$ cat src/rtl/half_widen_pkg.sv
// Package: shared field widths and types for the half to single widener.
// Assumes IEEE-style layouts: sign, biased exponent, fraction, MSB first.
package half_widen_pkg;

    parameter int HW_EXP_IN   = 5;
    parameter int HW_FRAC_IN  = 10;
    parameter int HW_EXP_OUT  = 8;
    parameter int HW_FRAC_OUT = 23;

    // Interpretation of the all-ones input exponent
    typedef enum logic {
        WMODE_IEEE = 1'b0,
        WMODE_EXT  = 1'b1
    } widen_mode_e;

    // Classification of an input pattern
    typedef enum logic [1:0] {
        CLS_ZERO = 2'd0,
        CLS_SUB  = 2'd1,
        CLS_NORM = 2'd2,
        CLS_TOP  = 2'd3
    } widen_class_e;

endpackage

$ cat src/rtl/half_widen_lzc.sv
// Module: leading-zero counter.
// Counts zeros above the highest set bit of vec; returns W when vec is zero.
// Assumes CW is wide enough to hold the value W.
module half_widen_lzc #(
    parameter int W  = 10,
    parameter int CW = $clog2(W + 1)
) (
    input  logic [W-1:0]  vec,
    output logic [CW-1:0] count,
    output logic          all_zero
);

    // Priority scan from LSB upward so that the highest set bit wins
    always_comb begin
        count = CW'(W);
        for (int i = 0; i < W; i++) begin
            if (vec[i]) begin
                count = CW'(W - 1 - i);
            end
        end
    end

    // Zero flag for the whole vector
    always_comb begin
        all_zero = (vec == '0);
    end

endmodule

$ cat src/rtl/half_widen_core.sv
// Module: combinational half to single conversion.
// Classifies the input, renormalises subnormals through a leading-zero count
// and rebiases the exponent. Assumes the output exponent is wide enough that
// no rebiased or renormalised value can underflow (true for 5 -> 8 bits).
module half_widen_core
    import half_widen_pkg::*;
#(
    parameter int EXP_IN   = HW_EXP_IN,
    parameter int FRAC_IN  = HW_FRAC_IN,
    parameter int EXP_OUT  = HW_EXP_OUT,
    parameter int FRAC_OUT = HW_FRAC_OUT,
    localparam int IN_W    = 1 + EXP_IN + FRAC_IN,
    localparam int OUT_W   = 1 + EXP_OUT + FRAC_OUT
) (
    input  logic [IN_W-1:0]  half_in,
    input  widen_mode_e      mode,
    output logic [OUT_W-1:0] single_out
);

    localparam int BIAS_IN   = (1 << (EXP_IN - 1)) - 1;
    localparam int BIAS_OUT  = (1 << (EXP_OUT - 1)) - 1;
    localparam int BIAS_DIFF = BIAS_OUT - BIAS_IN;
    localparam int LZ_W      = $clog2(FRAC_IN + 1);
    localparam int PAD_W     = FRAC_OUT - FRAC_IN;

    logic                sgn;
    logic [EXP_IN-1:0]   exp_in;
    logic [FRAC_IN-1:0]  frac_in;
    logic [LZ_W-1:0]     lz;
    logic                frac_zero;
    widen_class_e        cls;
    logic [EXP_OUT-1:0]  exp_out;
    logic [FRAC_IN-1:0]  frac_out;
    logic [FRAC_IN-1:0]  frac_norm;

    // Split the input into its fields
    always_comb begin
        sgn     = half_in[IN_W-1];
        exp_in  = half_in[IN_W-2 -: EXP_IN];
        frac_in = half_in[FRAC_IN-1:0];
    end

    half_widen_lzc #(
        .W  (FRAC_IN),
        .CW (LZ_W)
    ) lzc_i (
        .vec      (frac_in),
        .count    (lz),
        .all_zero (frac_zero)
    );

    // Classify the input pattern
    always_comb begin
        if (exp_in == '0) begin
            cls = frac_zero ? CLS_ZERO : CLS_SUB;
        end else if (exp_in == '1) begin
            cls = CLS_TOP;
        end else begin
            cls = CLS_NORM;
        end
    end

    // Drop the leading one of a subnormal into the hidden-bit position
    always_comb begin
        frac_norm = frac_in << (lz + LZ_W'(1));
    end

    // Select exponent and fraction per class and mode
    always_comb begin
        unique case (cls)
            CLS_ZERO: begin
                exp_out  = '0;
                frac_out = '0;
            end
            CLS_SUB: begin
                exp_out  = EXP_OUT'(BIAS_DIFF) - EXP_OUT'(lz);
                frac_out = frac_norm;
            end
            CLS_TOP: begin
                exp_out  = (mode == WMODE_IEEE) ? '1
                                                : EXP_OUT'(exp_in) + EXP_OUT'(BIAS_DIFF);
                frac_out = frac_in;
            end
            default: begin
                exp_out  = EXP_OUT'(exp_in) + EXP_OUT'(BIAS_DIFF);
                frac_out = frac_in;
            end
        endcase
    end

    // Assemble the output word
    always_comb begin
        single_out = {sgn, exp_out, frac_out, {PAD_W{1'b0}}};
    end

endmodule

$ cat src/rtl/half_widen_oreg.sv
// Module: output register with valid.
// Loads data when load is high, holds otherwise; valid follows load by one
// clock. Synchronous active-low reset clears valid and data.
module half_widen_oreg #(
    parameter int W = 32
) (
    input  logic         clk,
    input  logic         rst_n,
    input  logic         load,
    input  logic [W-1:0] d,
    output logic         q_valid,
    output logic [W-1:0] q
);

    // Valid flag tracks the load strobe
    always_ff @(posedge clk) begin
        if (!rst_n) begin
            q_valid <= 1'b0;
        end else begin
            q_valid <= load;
        end
    end

    // Data register, enabled by load
    always_ff @(posedge clk) begin
        if (!rst_n) begin
            q <= '0;
        end else if (load) begin
            q <= d;
        end
    end

endmodule

$ cat src/rtl/half_widen.sv
// Module: half to single float widener, top level.
// One cycle from in_valid to out_valid; no back-pressure.
// Assumes mode is qualified by in_valid together with in_data.
module half_widen
    import half_widen_pkg::*;
#(
    parameter int EXP_IN   = HW_EXP_IN,
    parameter int FRAC_IN  = HW_FRAC_IN,
    parameter int EXP_OUT  = HW_EXP_OUT,
    parameter int FRAC_OUT = HW_FRAC_OUT,
    localparam int IN_W    = 1 + EXP_IN + FRAC_IN,
    localparam int OUT_W   = 1 + EXP_OUT + FRAC_OUT
) (
    input  logic             clk,
    input  logic             rst_n,
    input  logic             in_valid,
    input  logic [IN_W-1:0]  in_data,
    input  logic             mode,
    output logic             out_valid,
    output logic [OUT_W-1:0] out_data
);

    logic [OUT_W-1:0] conv;
    widen_mode_e      mode_e;

    // Map the raw mode pin onto the package enum
    always_comb begin
        mode_e = widen_mode_e'(mode);
    end

    half_widen_core #(
        .EXP_IN   (EXP_IN),
        .FRAC_IN  (FRAC_IN),
        .EXP_OUT  (EXP_OUT),
        .FRAC_OUT (FRAC_OUT)
    ) core_i (
        .half_in    (in_data),
        .mode       (mode_e),
        .single_out (conv)
    );

    half_widen_oreg #(
        .W (OUT_W)
    ) oreg_i (
        .clk     (clk),
        .rst_n   (rst_n),
        .load    (in_valid),
        .d       (conv),
        .q_valid (out_valid),
        .q       (out_data)
    );

endmodule

$ cat config.mk
export PLATFORM = sky130hd
export DESIGN_NAME = half_widen
export DESIGN_NICKNAME = d
export VERILOG_FILES = /design/src/rtl/half_widen_pkg.sv /design/src/rtl/half_widen_lzc.sv /design/src/rtl/half_widen_core.sv /design/src/rtl/half_widen_oreg.sv /design/src/rtl/half_widen.sv
export SDC_FILE = /design/constraint.sdc
export NUM_CORES = 1
export LEC_CHECK = 0
export ABC_AREA = 1
export BUFFER_PORTS_ARGS = -buffer_cell sky130_fd_sc_hd__buf_2
export CELL_PAD_IN_SITES_DETAIL_PLACEMENT = 1
export CELL_PAD_IN_SITES_GLOBAL_PLACEMENT = 2
export CORE_ASPECT_RATIO = 2
export CORE_MARGIN = 5
export CORE_UTILIZATION = 25
export DETAILED_ROUTE_END_ITERATION = 16
export GPL_TIMING_DRIVEN = 1
export PLACE_DENSITY_LB_ADDON = 0.1
export SLEW_MARGIN = 20
export SYNTH_ARGS = -nofsm -noshare
export SYNTH_HDL_FRONTEND = slang
export SYNTH_SLANG_ARGS = --single-unit
$ cat constraint.sdc
create_clock -name clk -period 2.2 [get_ports clk]
set_input_delay 0.11 -clock clk [delete_from_list [all_inputs] [get_ports clk]]
set_output_delay 0.11 -clock clk [all_outputs]
set_load 0.05 [all_outputs]
* Yosys cells after proc, flatten, opt, wreduce, memory -nomap -nowiden *
Cells that the tools add are included.

storage, ports and cells
  output and inout port bits = 33
  bits of input ports = 20
  memory bits (read-only) = 0
  memory bits (writable) = 0
  memories = 0
  logic and storage cells = 28
  bits in registers = 20
  bits in latches = 0

operators by class
  shifts and indexed selects = 1
  bitwise operators = 0
  $mul = 0
  magnitude comparators = 0
  div/mod/pow operators = 0
  eq/ne operators = 3
  add/subtract/negate cells = 3
  mux-type cells = 16
  reductions and logical operators = 3

operators by type and width
  cell                                                                number
  4-bit 2-to-1 mux                                                    9
  8-bit case mux with 3 select lines                                  1
  10-bit case mux with 2 select lines                                 1
  10-bit logical NOT                                                  1
  10-bit by 4-bit left shift with 10-bit output                       1
  5-bit by 7-bit adder with 8-bit output (second input constant)      1
  8-bit 2-to-1 mux                                                    1
  7-bit by 4-bit subtractor with 8-bit output (first input constant)  1
  5-bit == test (second input constant)                               1
  5-bit logical NOT                                                   1
  4-bit by 1-bit adder with 4-bit output (second input constant)      1
  2-bit 2-to-1 mux                                                    2
  2-bit by 1-bit == test with 1-bit output (second input constant)    1
  2-bit == test (second input constant)                               1
  2-bit logical NOT                                                   1
  1-bit 2-to-1 mux                                                    2

* Depth between registers and ports, before layout *
Gate-level depths: netlist of run 1.

  depth after elaboration = 13
  gate-level depth with buffers = 18
  mapped depth without buffers = 17

* Modules after synthesis *
From an unflattened synthesis of run 1, not the netlist that was laid out.

second synthesis, totals
  cells, all modules = 392
  area, all modules = 2,333.5 µm²

by module, submodules not included
  module           cells each  instances  area each (µm²)
  half_widen_oreg  206         1          1,361.3
  half_widen_core  157         1          845.8
  half_widen_lzc   29          1          126.4

* Worst setup path before layout of run 1 *
OpenSTA, ideal clock, no wires.

  kind = input-to-reg
  start = input in_data[1]
  end = register oreg_i.q[21]
  library setup time = 122 ps
  arrival time = 1,670 ps
  data required time = 2,078 ps
  buffers on the path = 2
  path slack = 408 ps
  cell stages on the path = 17
  cells stage by stage = inv_1 -> nand2_1 -> nand2_1 -> nand2_1 -> nand2_1 -> nand2_1 -> nand2_2 -> nand2_4 -> nand2_4 -> buf_12 -> ha_1 -> clkbuf_1 -> nand3_1 -> a21oi_1 -> nand2_1 -> nand2_1 -> a21oi_2

on the way
  cells in the longest elaborated chain, start to end = 12
  elaborated cells between the ends (all ways) = 17

ends and longest elaborated chain
  item                                           line                   source
  start, declared                                half_widen.sv:17       input logic [IN_W-1:0] in_data,
  4-bit 2-to-1 mux (9 in series)                 half_widen_lzc.sv:17   if (vec[i]) begin
  4-bit by 1-bit adder with 4-bit output         half_widen_core.sv:65  frac_norm = frac_in << (lz + LZ_W'(1));
  10-bit by 4-bit left shift with 10-bit output  half_widen_core.sv:65
  10-bit case mux with 2 select lines (*)        half_widen_core.sv:70  unique case (cls)
  end signal, assigned                           half_widen_oreg.sv:27  q <= '0;
  end signal, assigned                           half_widen_oreg.sv:29  q <= d;
  end, declared                                  half_widen_oreg.sv:12  output logic [W-1:0] q

Mark *: on every way between the ends. The rest lies on a longest branch, timed or not.
A chain may end at the register's enable or synchronous reset.

* Final worst setup path of run 1 *
  start = input in_data[1]
  end = register oreg_i.q[20]

The elaborated chain is that of the path after synthesis.

==> results of run 1 <==
worst paths after layout:
path | slack, ns | cells after the start | to
setup / recovery | 0.26 | 12 | oreg_i.q[20]
hold / removal | 0.08 | 3 | oreg_i.q[31]
setup reg to reg | 1.48 | 2 | oreg_i.q[17]
hold reg to reg | 0.47 | 2 | oreg_i.q[25]
cells in the mapped netlist (all sizes together):
library cell,number
o31ai,1
nand3,39
dfxtp,19
conb,1
ha,2
nor2,20
o2111ai,1
a21oi,25
inv,25
o21ai,19
clkinv,2
nand3b,1
buf,15
and3,1
a31oi,1
nand2,44
xnor2,2
clkbuf,7
o211ai,2
nand4,1
o221a,1
o21a,1
power by group:
| group | internal [W] | total, W | switching [W] |
|---|---|---|---|
| combinational | 0.000101 | 0.000410 | 0.000308 |
| clock | 0.000247 | 0.000378 | 0.000132 |
| sequential | 0.000369 | 0.000380 | 0.0000106 |
| total | 0.000717 | 0.00117 | 0.000451 |
cells by family (layout without fill, tap and decap cells):
group	count (synthesis)	count (layout)	synth area share, %
simple gates	106	106	34.4
compound gates	51	51	19.1
buf+inv	49	76	16.8
flops	19	19	25.3
fa+ha+maj	2	2	1.66
xor+xnor	2	2	2.41
other cells	1	13	0.249
worst reg2reg max path, stage by stage, from the launching register on:
cell	delay (ns)
dfxtp_1	0.32
o21ai_0	0.22
a21oi_1	0.06
area by class of cell:
cell class,count,area (um^2),share of cell area (%)
Timing Repair Buffer,45,240,13.3
Multi-Input combinational cell,174,921,51.1
Inverter,27,101,5.63
Tap cell,63,78.8,4.38
Clock buffer,4,78.8,4.38
Sequential cell,19,380,21.1
cell usage in the layout (no fill, tap or decap), types with 6 or more instances in the layout:
cell and n:
buf_2 39, nand3_1 37, nand2_1 35, a21oi_1 23, inv_1 21, dfxtp_1 19, o21ai_0 18, nor2_1 17
conb_1 13, nand2_2 7, buf_4 6
metal layers:
metal | track usage [%] | vias to the layer above | wire length (um)
met4 | 10.2 | 0 | 244
li1 | - | 814 | -
met5 | 0 | - | 0
met1 | 15.6 | 748 | 2020
met2 | 27.8 | 42 | 3060
met3 | 1.03 | 8 | 198
registers in the layout, indices dropped and copies added (netlist names):
name,flops
oreg_i.q_valid,1
oreg_i.q,18
through the flow:
step / cell area, um^2 / TNS, ns
finish: 1800 / 0
global route: 1800 / 0
CTS: 1800 / 0
detailed placement: 1720 / -1.14
global placement: 1720 / -1.18
floorplan: 1550 / 0
==> results.txt, run 1 <==
# rows = 40
Netlist cell types = 33
CP max stage delay = 0.33 ns
Worst Skew = 0 ns
Number of CTS-inserted buffers = 3
Slew Limit Fails = 0
First-pass GRT wire length = 8700 um
Post-CTS Hold Fix Bufs = 0
Min-Delay Path Class = in2reg
Post-CTS Setup Inserts = 0
Worst vdd ir = 0.000229 V
Area grow syn2layout = 19.7%
Initial antenna violation count = 0
Die width = 64.8 um
Share of cells above drive strength 1 = 26.4%
Endpoints failing hold = 0
Final core utilization = 30.2%
Layout Cells excl Fill = 332
Crit share post-route = 88.4%
Routed via count = 1612
Pwr Total = 0.00117 W
Vias in the first global route = 1608
Critical-path cell list = buf_2, nor2_1, o31ai_2, a21oi_1, ha_1, xnor2_4, inv_2, nor2_2, nand3_1, nand3_1, nand2_1, inv_1
Hold Slack = 0.0829 ns
Buffer type at the clock tree root = clkbuf_16
GP Congestion = 0.854
Vias per inst = 4.86
CP most frequent cell = nand3_1
ANT cells = 0
Die area = 7760 um^2
H-tree depth = 1
Number of fill cells in the layout = 765
Synthesized cell area = 1500 um^2
CP endpoint kind = register
Largest net degree at the start of global routing = 24
WL/cell = 16.7 um
Crit path DAT = 2.15 ns
Reg2reg start = oreg_i.q[17]
Final HPWL DP = 4690 um
Clock latency on the worst-skew pair = 0.25 ns
Min-delay src = in_data[15]
Routed WL = 5530 um
Seq/Total Area, Yosys = 25.3%
Port Buffers = 39
Final setup vio count = 0
CTS resizes = 0
Worst path top cell family by delay = simple AND/OR/NAND/NOR gates
Gr ovfl total = 0
Pre-CTS setup slack = -0.246 ns
Share of the synthesized area in the top cell type = 25.3%
WS Path Type = in2reg
Initial Util = 25.3%
Worst setup SP type = primary input
PD cells = 649 nW/um^2
Leakage = 0.895 nW
Req. time, crit path = 2.40 ns
Slowest cell on the critical path = ha_1
Gr usage total = 15.1%
Syn Inst Count = 230
Final #Nets = 292
Clk slew on worst S/H paths = 0.05 ns
Crit Path Max Fanout = 6
RSZ-0062 raised after global routing = false
Clock Tree Buf Depth = 2
MaxCap Viol Count = 0
Drt pass-1 iters = 4
Die height = 120 um
I/O Pins = 53
Drt drc = 0
Clk sinks = 19
Tmin final = 1.94 ns
Yosys Warn Count = 0
Cell taking the most area after synthesis = dfxtp_1
Largest cells by area after synthesis = dfxtp_1 25%, nand3_1 12%, nand2_1 8.7%
Syn avg cell area = 6.54 um^2
Fmax = 514 MHz
Initial DRC count = 56
Seq cells post-synth = 19
DRT antenna net count = 0
Status = completed
Worst Path Buf+Inv = 3
Worst Setup SP = in_data[1]
TritonCTS clock tree = built
Slack of the critical path = 0.255 ns
Cells after DPL = 328
Core Region = 5960 um^2
No activity file was read; power rests on OpenSTA's default activity.
==> run 2: changes to the inputs <==
==> constraint.sdc (replaced) <==
create_clock -name clk -period 1.9 [get_ports clk]
set_input_delay 0.095 -clock clk [delete_from_list [all_inputs] [get_ports clk]]
set_output_delay 0.095 -clock clk [all_outputs]
set_load 0.05 [all_outputs]
==> results.txt, run 2 (same netlist as run 1, synthesis figures left out) <==
Status = completed (unchanged)
Clk slew on worst S/H paths = 0.06 ns (was 0.05 ns)
Clk sinks = 19 (unchanged)
Vias per inst = 4.83 (was 4.86)
Die width = 64.8 um (unchanged)
Hold Slack = 0.0656 ns (was 0.0829 ns)
Gr usage total = 15.4% (was 15.1%)
Die height = 120 um (unchanged)
Drt pass-1 iters = 3 (was 4)
PD cells = 724 nW/um^2 (was 649 nW/um^2)
Die area = 7760 um^2 (unchanged)
Final HPWL DP = 4650 um (was 4690 um)
I/O Pins = 53 (unchanged)
Max FFs per register = 18 (unchanged)
CTS resizes = 0 (unchanged)
Power Internal = 0.000856 W (was 0.000717 W)
Port Buffers = 39 (unchanged)
Initial DRC count = 47 (was 56)
DRT antenna net count = 0 (unchanged)
Crit path DAT = 1.91 ns (was 2.15 ns)
WS Path Type = in2reg (unchanged)
Clock latency on the worst-skew pair = 0.25 ns (about the same)
Footprint of the multi-input gates = 937 um^2 (was 921 um^2)
Final #Nets = 304 (was 292)
Regs by FF count = oreg_i.q (18), oreg_i.q_valid (1) (unchanged)
Share of cells above drive strength 1 = 30.2% (was 26.4%)
GP Congestion = 0.807 (was 0.854)
R2R Setup Slk = 1.24 ns (was 1.48 ns)
CP endpoint kind = register (unchanged)
Min-Delay Path Class = in2reg (unchanged)
H-tree depth = 1 (unchanged)
Leakage = 0.962 nW (was 0.895 nW)
Slack of the critical path = 0.143 ns (was 0.255 ns)
Gr ovfl total = 0 (unchanged)
Routed via count = 1660 (was 1612)
Crit Path Max Fanout = 12 (was 6)
Number of fill cells in the layout = 800 (was 765)
Clock Tree Buf Depth = 2 (unchanged)
Fmax = 569 MHz
Initial antenna violation count = 0 (unchanged)
Tmin final = 1.76 ns
Vias in the first global route = 1819 (was 1608)
# rows = 40 (unchanged)
Buffer type at the clock tree root = clkbuf_16 (unchanged)
Most frequent cells in the layout = 39 x buf_2, 37 x nand3_1, 34 x nand2_1, 23 x a21oi_1, 21 x inv_1 (was 39 x buf_2, 37 x nand3_1, 35 x nand2_1, 23 x a21oi_1, 21 x inv_1)
Endpoints failing hold = 0 (unchanged)
Pre-CTS setup slack = -0.265 ns (was -0.246 ns)
ANT cells = 0 (unchanged)
Slew Limit Fails = 0 (unchanged)
Power share of the combinational group = 36.5% (was 35.1%)
Sequential cell area = 380 um^2 (unchanged)
Worst setup SP type = primary input (unchanged)
Routed WL = 5550 um (was 5530 um)
Final setup vio count = 0 (unchanged)
Core Region = 5960 um^2 (unchanged)
Req. time, crit path = 2.05 ns (was 2.40 ns)
Area grow syn2layout = 27.3% (was 19.7%)
Clock power share = 31.7% (was 32.4%)
Most flop-heavy register = oreg_i.q (unchanged)
NetSw = 0.000530 W (was 0.000451 W)
WL/cell = 16.1 um (was 16.7 um)
Worst vdd ir = 0.000263 V (was 0.000229 V)
Crit share post-route = 92.5%
Number of CTS-inserted buffers = 3 (unchanged)
RSZ-0062 raised after global routing = true (was false)
Initial Util = 25.3% (unchanged)
Largest net degree at the start of global routing = 24 (unchanged)
Worst Skew = 0 ns (unchanged)
First-pass GRT wire length = 9070 um (was 8700 um)
Post-CTS Hold Fix Bufs = 0 (unchanged)
TritonCTS clock tree = built (unchanged)
Drt drc = 0 (unchanged)
Sw Ratio = 38.2% (was 38.6%)
Post-CTS Setup Inserts = 0 (unchanged)
MaxCap Viol Count = 0 (unchanged)
Most common cell after layout, fill and taps aside = buf_2 (unchanged)
Part of the power in registers = 31.7% (was 32.5%)
==> run 2: cell type report <==
| type | count | share of cell area [%] |
|---|---|---|
| Tap cell | 63 | 4.12 |
| Multi-Input combinational cell | 174 | 49.0 |
| Sequential cell | 19 | 19.9 |
| Clock buffer | 4 | 4.12 |
| Timing Repair Buffer | 57 | 17.6 |
| Inverter | 27 | 5.29 |
==> run 2: worst paths after layout <==
check                                  start      endpoint  cells past startpoint
worst max-delay path              in_data[1]  oreg_i.q[25]                     18
worst min-delay path             in_data[15]  oreg_i.q[31]                      3
worst max register to register  oreg_i.q[20]  oreg_i.q[20]                      3
worst min register to register  oreg_i.q[25]  oreg_i.q[25]                      2
==> run 2: power by group through the flow <==
stage,combinational (W),clock (W),sequential [W]
final,0.000506,0.000440,0.000440
after detailed placement,0.000500,0,0.000450
after floorplan,0.000268,0,0.000548
after global placement,0.000501,0,0.000448
after global routing,0.000548,0.000470,0.000445
after CTS,0.000502,0.000460,0.000441
==> run 2: worst max-delay path, stage by stage <==
cell and delay [ns]:
buf_2 0.10, buf_4 0.15, inv_1 0.07, nand2_1 0.05, nand2_1 0.05, nand2_1 0.05
nand2_1 0.06, nand2_1 0.06, nand2_2 0.07, nand2_4 0.06, nand2_4 0.07, buf_6 0.17
inv_1 0.10, ha_1 0.25, xnor2_2 0.20, o2111ai_2 0.13, o211ai_1 0.11, inv_1 0.05
==> run 2: through the flow <==
| stage | area, um^2 | cells | total power, W | utilization, % | setup TNS [ns] |
|---|---|---|---|---|---|
| after global placement | 1810 | 340 | 0.000950 | 30.3 | -0.545 |
| after detailed placement | 1810 | 340 | 0.000950 | 30.3 | -0.857 |
| after CTS | 1890 | 344 | 0.00140 | 31.7 | 0 |
| after floorplan | 1550 | 242 | 0.000816 | - | 0 |
| final | 1910 | 344 | 0.00139 | 32.1 | 0 |
| after global routing | 1910 | 344 | 0.00146 | 32.1 | -0.0308 |
==> run 2: routing by layer <==
layer,up-vias,wire length [um],GRT usage (%),part of all wire [%]
li1,840,-,-,-
met1,779,2080,15.3,37
met2,36,3190,30.7,57
met3,5,160,1.03,2.9
met4,0,120,7.15,2.2
met5,-,0,0,0
